### src/rtl/sample_seq_fifo.sv
module sample_seq_fifo #(
  parameter int NSEQ     = 4,
  parameter int PW       = 4,
  parameter int SAMPW    = 10,
  parameter int AW       = 8,
  parameter logic [3:0] TRIG_SEL = 4'd5
) (
  input  logic            clk,
  input  logic            rst_n,
  input  logic            trig,
  input  logic            wr_en,
  input  logic            rd_en,
  input  logic [AW-1:0]   addr,
  input  logic [31:0]     wdata,
  output logic [31:0]     rdata,
  output logic [NSEQ-1:0] irq
);
  localparam int DEPTH = 1 << PW;
  localparam int SW    = $clog2(NSEQ);
  localparam int EVW   = 4 * NSEQ;
  localparam logic [AW-1:0] A_EN   = AW'(8'h00);
  localparam logic [AW-1:0] A_RAW  = AW'(8'h04);
  localparam logic [AW-1:0] A_MSK  = AW'(8'h08);
  localparam logic [AW-1:0] A_CLR  = AW'(8'h0C);
  localparam logic [AW-1:0] A_EV   = AW'(8'h14);
  localparam logic [AW-1:0] A_PRI  = AW'(8'h20);
  localparam logic [AW-1:0] A_AVG  = AW'(8'h30);
  localparam logic [AW-1:0] A_WIN  = AW'(8'h40);

  logic [NSEQ-1:0]         enab, mask, raw;
  logic [EVW-1:0]          evsel;
  logic [31:0]             prio, avg, gen;
  logic [NSEQ-1:0][31:0]   insel, ctl;
  logic [NSEQ-1:0][PW-1:0] rp, wp;
  logic [NSEQ-1:0]         emp, ful, push_req, pop_req;
  logic [SAMPW-1:0]        mem [NSEQ][DEPTH];
  logic [31:0]             gchain [NSEQ+1];

  logic          in_win;
  logic [SW-1:0] sidx;
  logic [4:0]    sub;
  logic          gwr;

  assign in_win = (addr >= A_WIN) && ({1'b0, addr} < (AW+1)'(64 + NSEQ * 32));
  assign sidx   = SW'((addr - A_WIN) >> 5);
  assign sub    = addr[4:0];
  assign gwr    = wr_en && !in_win;
  assign irq    = raw & mask;

  always_comb begin
    gchain[0] = gen;
    for (int n = 0; n < NSEQ; n++)
      gchain[n+1] = push_req[n] ? gchain[n] * 32'd314159 + 32'd1 : gchain[n];
  end

  for (genvar n = 0; n < NSEQ; n++) begin : g_seq
    logic do_push, do_pop;
    assign push_req[n] = trig && enab[n] && (evsel[4*n +: 4] == TRIG_SEL);
    assign pop_req[n]  = rd_en && in_win && (sidx == SW'(n)) && (sub == 5'h08);
    assign do_push = push_req[n] && !ful[n];
    assign do_pop  = pop_req[n] && !emp[n];

    always_ff @(posedge clk or negedge rst_n) begin
      if (!rst_n) begin
        rp[n] <= '0; wp[n] <= '0; emp[n] <= 1'b1; ful[n] <= 1'b0;
        insel[n] <= '0; ctl[n] <= '0;
      end else begin
        rp[n] <= rp[n] + PW'(do_pop);
        wp[n] <= wp[n] + PW'(do_push);
        if (do_push && !do_pop) begin
          emp[n] <= 1'b0;
          ful[n] <= (wp[n] + PW'(1)) == rp[n];
        end else if (do_pop && !do_push) begin
          ful[n] <= 1'b0;
          emp[n] <= (rp[n] + PW'(1)) == wp[n];
        end
        if (wr_en && in_win && sidx == SW'(n)) begin
          if (sub == 5'h00) insel[n] <= wdata & 32'h3333_3333;
          if (sub == 5'h04) ctl[n]   <= wdata;
        end
      end
    end

    always_ff @(posedge clk)
      if (do_push) mem[n][wp[n]] <= SAMPW'(32'h200 + {29'd0, gchain[n+1][18:16]});
  end

  always_ff @(posedge clk or negedge rst_n) begin
    if (!rst_n) begin
      enab <= '0; mask <= '0; raw <= '0; evsel <= '0;
      prio <= '0; avg <= '0; gen <= '0;
    end else begin
      gen <= gchain[NSEQ];
      raw <= (raw & ~((gwr && addr == A_CLR) ? wdata[NSEQ-1:0] : '0)) | push_req;
      if (gwr) begin
        case (addr)
          A_EN:    enab  <= wdata[NSEQ-1:0];
          A_MSK:   mask  <= wdata[NSEQ-1:0];
          A_EV:    evsel <= wdata[EVW-1:0];
          A_PRI:   prio  <= wdata;
          A_AVG:   avg   <= wdata;
          default: ;
        endcase
      end
    end
  end

  always_comb begin
    rdata = '0;
    if (in_win) begin
      case (sub)
        5'h00: rdata = insel[sidx];
        5'h04: rdata = ctl[sidx];
        5'h08: rdata = emp[sidx] ? '0 : 32'(mem[sidx][rp[sidx]]);
        5'h0C: rdata = (32'(ful[sidx]) << 12) | (32'(emp[sidx]) << 8)
                     | (32'(wp[sidx]) << 4) | 32'(rp[sidx]);
        default: rdata = '0;
      endcase
    end else begin
      case (addr)
        A_EN:    rdata = 32'(enab);
        A_RAW:   rdata = 32'(raw);
        A_MSK:   rdata = 32'(mask);
        A_CLR:   rdata = 32'(raw & mask);
        A_EV:    rdata = 32'(evsel);
        A_PRI:   rdata = prio;
        A_AVG:   rdata = avg;
        default: rdata = '0;
      endcase
    end
  end
endmodule


### config.mk
export PLATFORM = sky130hd
export DESIGN_NAME = sample_seq_fifo
export DESIGN_NICKNAME = d
export VERILOG_FILES = /design/src/rtl/sample_seq_fifo.sv
export SDC_FILE = /design/constraint.sdc
export NUM_CORES = 2
export LEC_CHECK = 0
export CAP_MARGIN = 10
export CORE_MARGIN = 4
export CORE_UTILIZATION = 65
export CTS_CLUSTER_DIAMETER = 100
export DETAILED_ROUTE_END_ITERATION = 10
export DONT_BUFFER_PORTS = 1
export PLACE_DENSITY_LB_ADDON = 0.1
export SYNTH_ARGS = -nofsm -noshare
export SYNTH_HDL_FRONTEND = slang
export SYNTH_SLANG_ARGS = --single-unit
### constraint.sdc
create_clock -name clk -period 23.1 [get_ports clk]
set_input_delay 0 -clock clk [delete_from_list [all_inputs] [get_ports clk]]
set_output_delay 0 -clock clk [all_outputs]
set_load 0.01 [all_outputs]
## After elaboration in Yosys (flattened, before gate mapping)

Memory sizes are Yosys's and may differ from the RTL's.
Cells that the tools add are included.

| storage, ports and cells | value |
|---|---|
| bits in read-only memories | 0 |
| memory bits (writable) | 640 |
| memories | 1 |
| input bits | 45 |
| flip-flop bits (word level) | 356 |
| latch bits | 0 |

| cells by class | value |
|---|---|
| multipliers | 4 |
| mux-type cells | 56 |
| equal/unequal tests | 24 |
| $lt $le $gt $ge | 12 |
| reduce and logical (&&, ||, !) cells | 82 |
| $add $sub $neg | 25 |
| shift-type cells | 0 |
| div/mod/pow operators | 0 |
| bitwise operators | 13 |

Memories:

| name | depth | bits a word | rd ports | clocked after Yosys merged registers in | wr ports | line | source |
|---|---|---|---|---|---|---|---|
| mem | 4 | 160 | 1 | 0 | 4 | 36 | `logic [SAMPW-1:0] mem [NSEQ][DEPTH];` |

Operators with widths:

| kind | count |
|---|---|
| 160-bit 2-to-1 mux | 4 |
| 32-bit 2-to-1 mux | 7 |
| 32-bit one-hot mux with 7 select lines | 1 |
| 10-bit demux with 4-bit select | 4 |
| 32-bit by 1-bit adder with 32-bit output (second input constant) | 4 |
| 32-bit binary-select mux with 2-bit select | 2 |
| 32-bit by 19-bit multiplier with 32-bit output (second input constant) | 4 |
| 32-bit one-hot mux with 4 select lines | 1 |
| 10-bit 2-to-1 mux | 7 |
| 1-bit logical AND | 45 |
| 10-bit by 3-bit adder with 10-bit output (first input constant) | 4 |
| 10-bit binary-select mux with 4-bit select | 1 |
| 4-bit by 1-bit adder with 4-bit output | 8 |
| 4-bit by 1-bit adder with 4-bit output (second input constant) | 8 |
| 4-bit equality test | 8 |
| 2-bit AND reduction | 13 |
| 5-bit greater-or-equal comparator (second input constant) | 5 |
| 4-bit inverter with 5-bit output | 5 |
| 1-bit 2-to-1 mux | 22 |
| 5-bit by 1-bit less-than comparator with 1-bit output (second input constant) | 4 |
| 1-bit logical NOT | 17 |
| 4-bit binary-select mux with 2-bit select | 2 |
| 4-bit by 3-bit equality test with 1-bit output (second input constant) | 4 |
| 8-bit by 4-bit equality test with 1-bit output (second input constant) | 2 |
| 23 further kinds | 34 |

## Depth between registers and ports, before layout

| logic depth | value |
|---|---|
| depth after elaboration | 13 |
| mapped depth | 75 |

## Worst setup path before layout

Ideal clock, no wire load.

| path | value |
|---|---|
| path type | register to register |
| start | reg gen[7] |
| end | mem mem[3][102] (netlist bit), data pin |
| slack | 4.563 ns |
| clock period less this slack | 18.537 ns |
| path buffers | 0 |
| stages on the path, launching flop included | 71 |
| data required time | 22.805 ns |
| arrival | 18.243 ns |
| path through | dfrtp_1 -> inv_1 -> fa_1 -> inv_1 -> ha_1 -> inv_1 -> fa_1 -> fa_1 -> inv_1 -> ha_1 -> inv_1 -> fa_1 -> inv_1 -> ha_1 -> nand2_1 -> a2bb2oi_1 -> o21ai_0 -> nor2_1 -> (+35 left out) -> fa_1 -> ha_1 -> inv_1 -> fa_1 -> inv_1 -> fa_1 -> inv_1 -> fa_1 -> fa_1 -> inv_1 -> ha_1 -> or3_1 -> o31ai_1 -> xnor3_1 -> xor2_1 -> xnor2_1 -> nor2_1 -> xor2_1 |

RTL lines:

| element | line | source |
|---|---|---|
| start, declared | 32 | `logic [31:0] prio, avg, gen;` |
| start signal, assigned | 93 | `gen <= gchain[NSEQ];` |
| end, declared | 36 |  |

==> out/qor.json <==
{
  "tritoncts": {"value": "built"},
  "layout.cell_area.non_filler": {"value": 44200, "unit": "um^2"},
  "p_clk_share": {"value": 45.0, "unit": "%"},
  "route.detailed.drc": {"value": 0},
  "gpl.final_weighted_congestion": {"value": 0.935},
  "run_status": {"value": "completed"},
  "r2r.worst_path.cells": {"value": 72},
  "dr.first_iter.drc_count": {"value": 2085},
  "rrSetupSlack": {"value": 2.46, "unit": "ns"},
  "layout-area-overhead-vs-synth": {"value": 8.76, "unit": "%"},
  "finalHoldViolCount": {"value": 0},
  "die_width": {"value": 258, "unit": "um"},
  "max_cap_violations": {"value": 0},
  "synthesis.area_per_instance": {"value": 12.2, "unit": "um^2"},
  "post_route_setup_tns": {"value": 0, "unit": "ns"},
  "htree_levels": {"value": 2},
  "netlist_instances": {"value": 3335},
  "post_cts_hold_buffer_count": {"value": 50},
  "worst-slew-pin-transition": {"value": 1.25, "unit": "ns"},
  "worst_setup_hold_path_clk_slew": {"value": 0.06, "unit": "ns"},
  "finalWirelength": {"value": 101000, "unit": "um"},
  "worst_slack_placed": {"value": 2.70, "unit": "ns"},
  "postRouteAntennaNets": {"value": 0},
  "mappedNetlistNets": {"value": 4001},
  "final.setup_skew": {"value": 0.0251, "unit": "ns"},
  "path_class": {"value": "flop to flop"},
  "r2r_end": {"value": "mem[3][72]"},
  "worst_hold_path.num_cells": {"value": 4},
  "synth_largest_type_area_fraction": {"value": 20.9, "unit": "%"},
  "worstPathRequired": {"value": 23.44, "unit": "ns"},
  "initial_core_util": {"value": 65.7, "unit": "%"},
  "num-nets-final": {"value": 4028},
  "combinational_family_with_the_most_area_after_synthesis": {"value": "adder cells"},
  "maximum_number_of_pins_on_one_net_before_global_route_repair": {"value": 344},
  "cts.sink_count": {"value": 599},
  "slowest_cell_delay_on_critical_path": {"value": 0.59, "unit": "ns"},
  "dp_wirelength": {"value": 71400, "unit": "um"},
  "grt_first_pass_wirelength": {"value": 162000, "unit": "um"},
  "asyncSetResetFlopFracSynth": {"value": 57.3, "unit": "%"},
  "setup_repair_after_global_routing_missed_its_margin": {"value": "false"},
  "timing.critical_path.from_type": {"value": "flop"},
  "die_height": {"value": 258, "unit": "um"},
  "synth_xor_area_share": {"value": 4.31, "unit": "%"},
  "finalWorstSetupSlack": {"value": 2.46, "unit": "ns"},
  "critical_path.top_delay_family": {"value": "adder cells"},
  "p_sw": {"value": 482, "unit": "uW"},
  "ys_seq_area_share": {"value": 38.5, "unit": "%"},
  "synth_top_area_cell": {"value": "sky130_fd_sc_hd__dfrtp_1"},
  "cp_num_buf_inv": {"value": 19},
  "final-seq-area": {"value": 15600, "unit": "um^2"},
  "p_per_area": {"value": 50.6, "unit": "nW/um^2"},
  "min_from": {"value": "addr[3]"},
  "tcrit_tclk_final": {"value": 89.4, "unit": "%"},
  "critical_path_arrival": {"value": 20.98, "unit": "ns"},
  "commonest_cells_in_the_synthesized_netlist": {"value": "543 x sky130_fd_sc_hd__inv_1, 359 x sky130_fd_sc_hd__ha_1, 339 x sky130_fd_sc_hd__dfrtp_1, 301 x sky130_fd_sc_hd__mux2_2, 262 x sky130_fd_sc_hd__fa_1"},
  "floorplan.io_pins": {"value": 81},
  "setup_violations": {"value": 0},
  "ir_worst_vdd": {"value": 0.0572, "unit": "mV"},
  "post-synth-top-count-cell": {"value": "sky130_fd_sc_hd__inv_1"},
  "cts-buffers-inserted": {"value": 60},
  "hold_end": {"value": "enab[0]"},
  "route.vias.total": {"value": 26100},
  "post_route_cells_drive_above_1_share": {"value": 19.5, "unit": "%"},
  "power.internal": {"value": 1.75, "unit": "mW"},
  "timing.critical_path.fanout_max": {"value": 18},
  "grt_overflow": {"value": 0},
  "r2r_start": {"value": "gen[8]"},
  "fp.dieArea": {"value": 66600, "unit": "um^2"},
  "holdCritPathClass": {"value": "primary input to flop"},
  "post_synth_num_cell_types": {"value": 79},
  "io_buffers": {"value": 0},
  "leakage_power": {"value": 20.9, "unit": "nW"},
  "fillCellCount": {"value": 4250},
  "cts_max_path_buffers": {"value": 3},
  "cts_resized": {"value": 0},
  "crit_path_end_kind": {"value": "flop"},
  "multiInputGateArea": {"value": 22500, "unit": "um^2"},
  "achievable_freq": {"value": 48.4, "unit": "MHz"},
  "critPathSlowestCell": {"value": "sky130_fd_sc_hd__dfrtp_1"},
  "ys_ff_latch": {"value": 599},
  "avgViaCountPerCell": {"value": 6.14},
  "first_global_vias": {"value": 28300},
  "track_usage": {"value": 31.2, "unit": "%"},
  "root_buffer": {"value": "sky130_fd_sc_hd__clkbuf_16"},
  "post_cts.repair.setup_buffers": {"value": 0},
  "antenna_found_initial": {"value": 9},
  "synth_fa_ha_area_share": {"value": 24.0, "unit": "%"},
  "dominantRegCellSynth": {"value": "sky130_fd_sc_hd__dfrtp_1"},
  "yosys-mux-area-fraction": {"value": 16.1, "unit": "%"},
  "dpl-instance-area": {"value": 41500, "unit": "um^2"},
  "route.detailed.wl_per_inst": {"value": 23.8, "unit": "um"},
  "mapped_area": {"value": 40600, "unit": "um^2"},
  "rows": {"value": 91},
  "firstDrtPassIters": {"value": 6},
  "complex_gate_fraction_of_the_synthesized_area": {"value": 4.97, "unit": "%"},
  "power_switching_share": {"value": 21.5, "unit": "%"},
  "synthTopCellsByArea": {"value": "sky130_fd_sc_hd__dfrtp_1 21%, sky130_fd_sc_hd__edfxtp_1 14%, sky130_fd_sc_hd__fa_1 13%, sky130_fd_sc_hd__ha_1 11%, sky130_fd_sc_hd__mux2_2 8.3%"},
  "final_max_slew_viol_count": {"value": 0},
  "core_area": {"value": 61800, "unit": "um^2"},
  "clkLatencyLatePin": {"value": 0.62, "unit": "ns"},
  "simple_gate_portion_of_the_synthesized_area": {"value": 5.90, "unit": "%"},
  "power.share.combinational": {"value": 4.7, "unit": "%"},
  "pwr-share-seq": {"value": 50.3, "unit": "%"},
  "synthesis.yosys.warnings": {"value": 0},
  "slew-limit-headroom": {"value": 16.4, "unit": "%"},
  "final_period_minus_worst_setup_slack": {"value": 20.64, "unit": "ns"},
  "number_of_enable_flip_flop_cells_after_synthesis": {"value": 192}
}
## cells by family (layout without fill, tap and decap cells)
logic type / Yosys count / in the layout
flops: 599 / 599
mux: 462 / 462
compound gates: 303 / 303
buf+inv: 673 / 748
fa+ha+maj: 621 / 621
simple gates: 487 / 487
xor+xnor: 190 / 190
other cells: 0 / 4
## worst max-delay path by stage
stage / depth (start not counted) / slack [ns] / to / startpoint
floorplan: 70 / 4.56 / mem[3][102] / gen[7]
global placement: 69 / 3.11 / mem[3][122] / gen[7]
detailed placement: 72 / 2.70 / mem[3][32] / gen[7]
CTS: 72 / 2.59 / mem[3][42] / gen[7]
global route: 72 / 1.45 / mem[3][52] / gen[8]
finish: 72 / 2.46 / mem[3][72] / gen[8]
## cells in the final DEF, fill, tap and decap left out, types with 61 or more instances in the layout
| cell type | count |
|---|---|
| sky130_fd_sc_hd__mux4_2 | 121 |
| sky130_fd_sc_hd__dfrtp_1 | 339 |
| sky130_fd_sc_hd__edfxtp_1 | 192 |
| sky130_fd_sc_hd__nand2_1 | 110 |
| sky130_fd_sc_hd__or2_2 | 71 |
| sky130_fd_sc_hd__a21oi_1 | 65 |
| sky130_fd_sc_hd__clkbuf_16 | 61 |
| sky130_fd_sc_hd__dfxtp_1 | 64 |
| sky130_fd_sc_hd__fa_1 | 262 |
| sky130_fd_sc_hd__nor2_1 | 116 |
| sky130_fd_sc_hd__inv_1 | 543 |
| sky130_fd_sc_hd__mux2_2 | 301 |
| sky130_fd_sc_hd__xnor2_1 | 136 |
| sky130_fd_sc_hd__o21ai_0 | 71 |
| sky130_fd_sc_hd__ha_1 | 359 |
## flip-flops by register name, summed over array words and instances, names as in the netlist
register and cells:
rp 16, ful 4, mask 4, avg 32
ctl 128, raw 4, enab 4, insel 64
prio 32, evsel 16, mem 256, emp 4
wp 16, gen 19
## tightest hold or removal path: cells and delay by family
kind,cells,cell delay (ns)
and+or+nand+nor,3,0.45
muxes,1,0.20
## metal layers
layer	global-route usage, %	vias up	wire length, um	share of wire, %
li1	-	11400	-	-
met1	43.5	13400	42200	42
met2	50.8	977	48000	47
met3	6.21	237	7770	7.7
met4	8.53	14	3060	3.0
met5	0	-	90	0.089
## through the flow
stage / cells / total power [mW] / hold WS, ns / util (%)
after CTS: 4244 / 2.24 / 0.0125 / 71.3
final: 4251 / 2.24 / 0.0568 / 71.5
after detailed placement: 4084 / 1.22 / -0.287 / 67.2
after floorplan: 3335 / 1.22 / -0.296 / -
after global routing: 4248 / 2.30 / 0.0466 / 71.4
after global placement: 4084 / 1.22 / -0.288 / 67.2
## cell type report
type                            instances  area share, %
Sequential cell                       599           35.4
Tap cell                              837           2.37
Inverter                              543           4.61
Antenna cell                            4         0.0227
Timing Repair Buffer                   95           2.03
Clock buffer                           88           4.02
Multi-Input combinational cell       2063           50.9
Clock inverter                         22          0.606
## power by group through the flow
stage          registers (mW)  clock network, mW  logic [mW]
2_1_floorplan            1.14                  0      0.0777
3_3_place_gp             1.14                  0      0.0748
3_5_place_dp             1.15                  0      0.0777
4_1_cts                  1.12               1.01       0.104
5_1_grt                  1.13               1.06       0.115
6_report                 1.12               1.01       0.105
(Power assumes the default switching activity.)
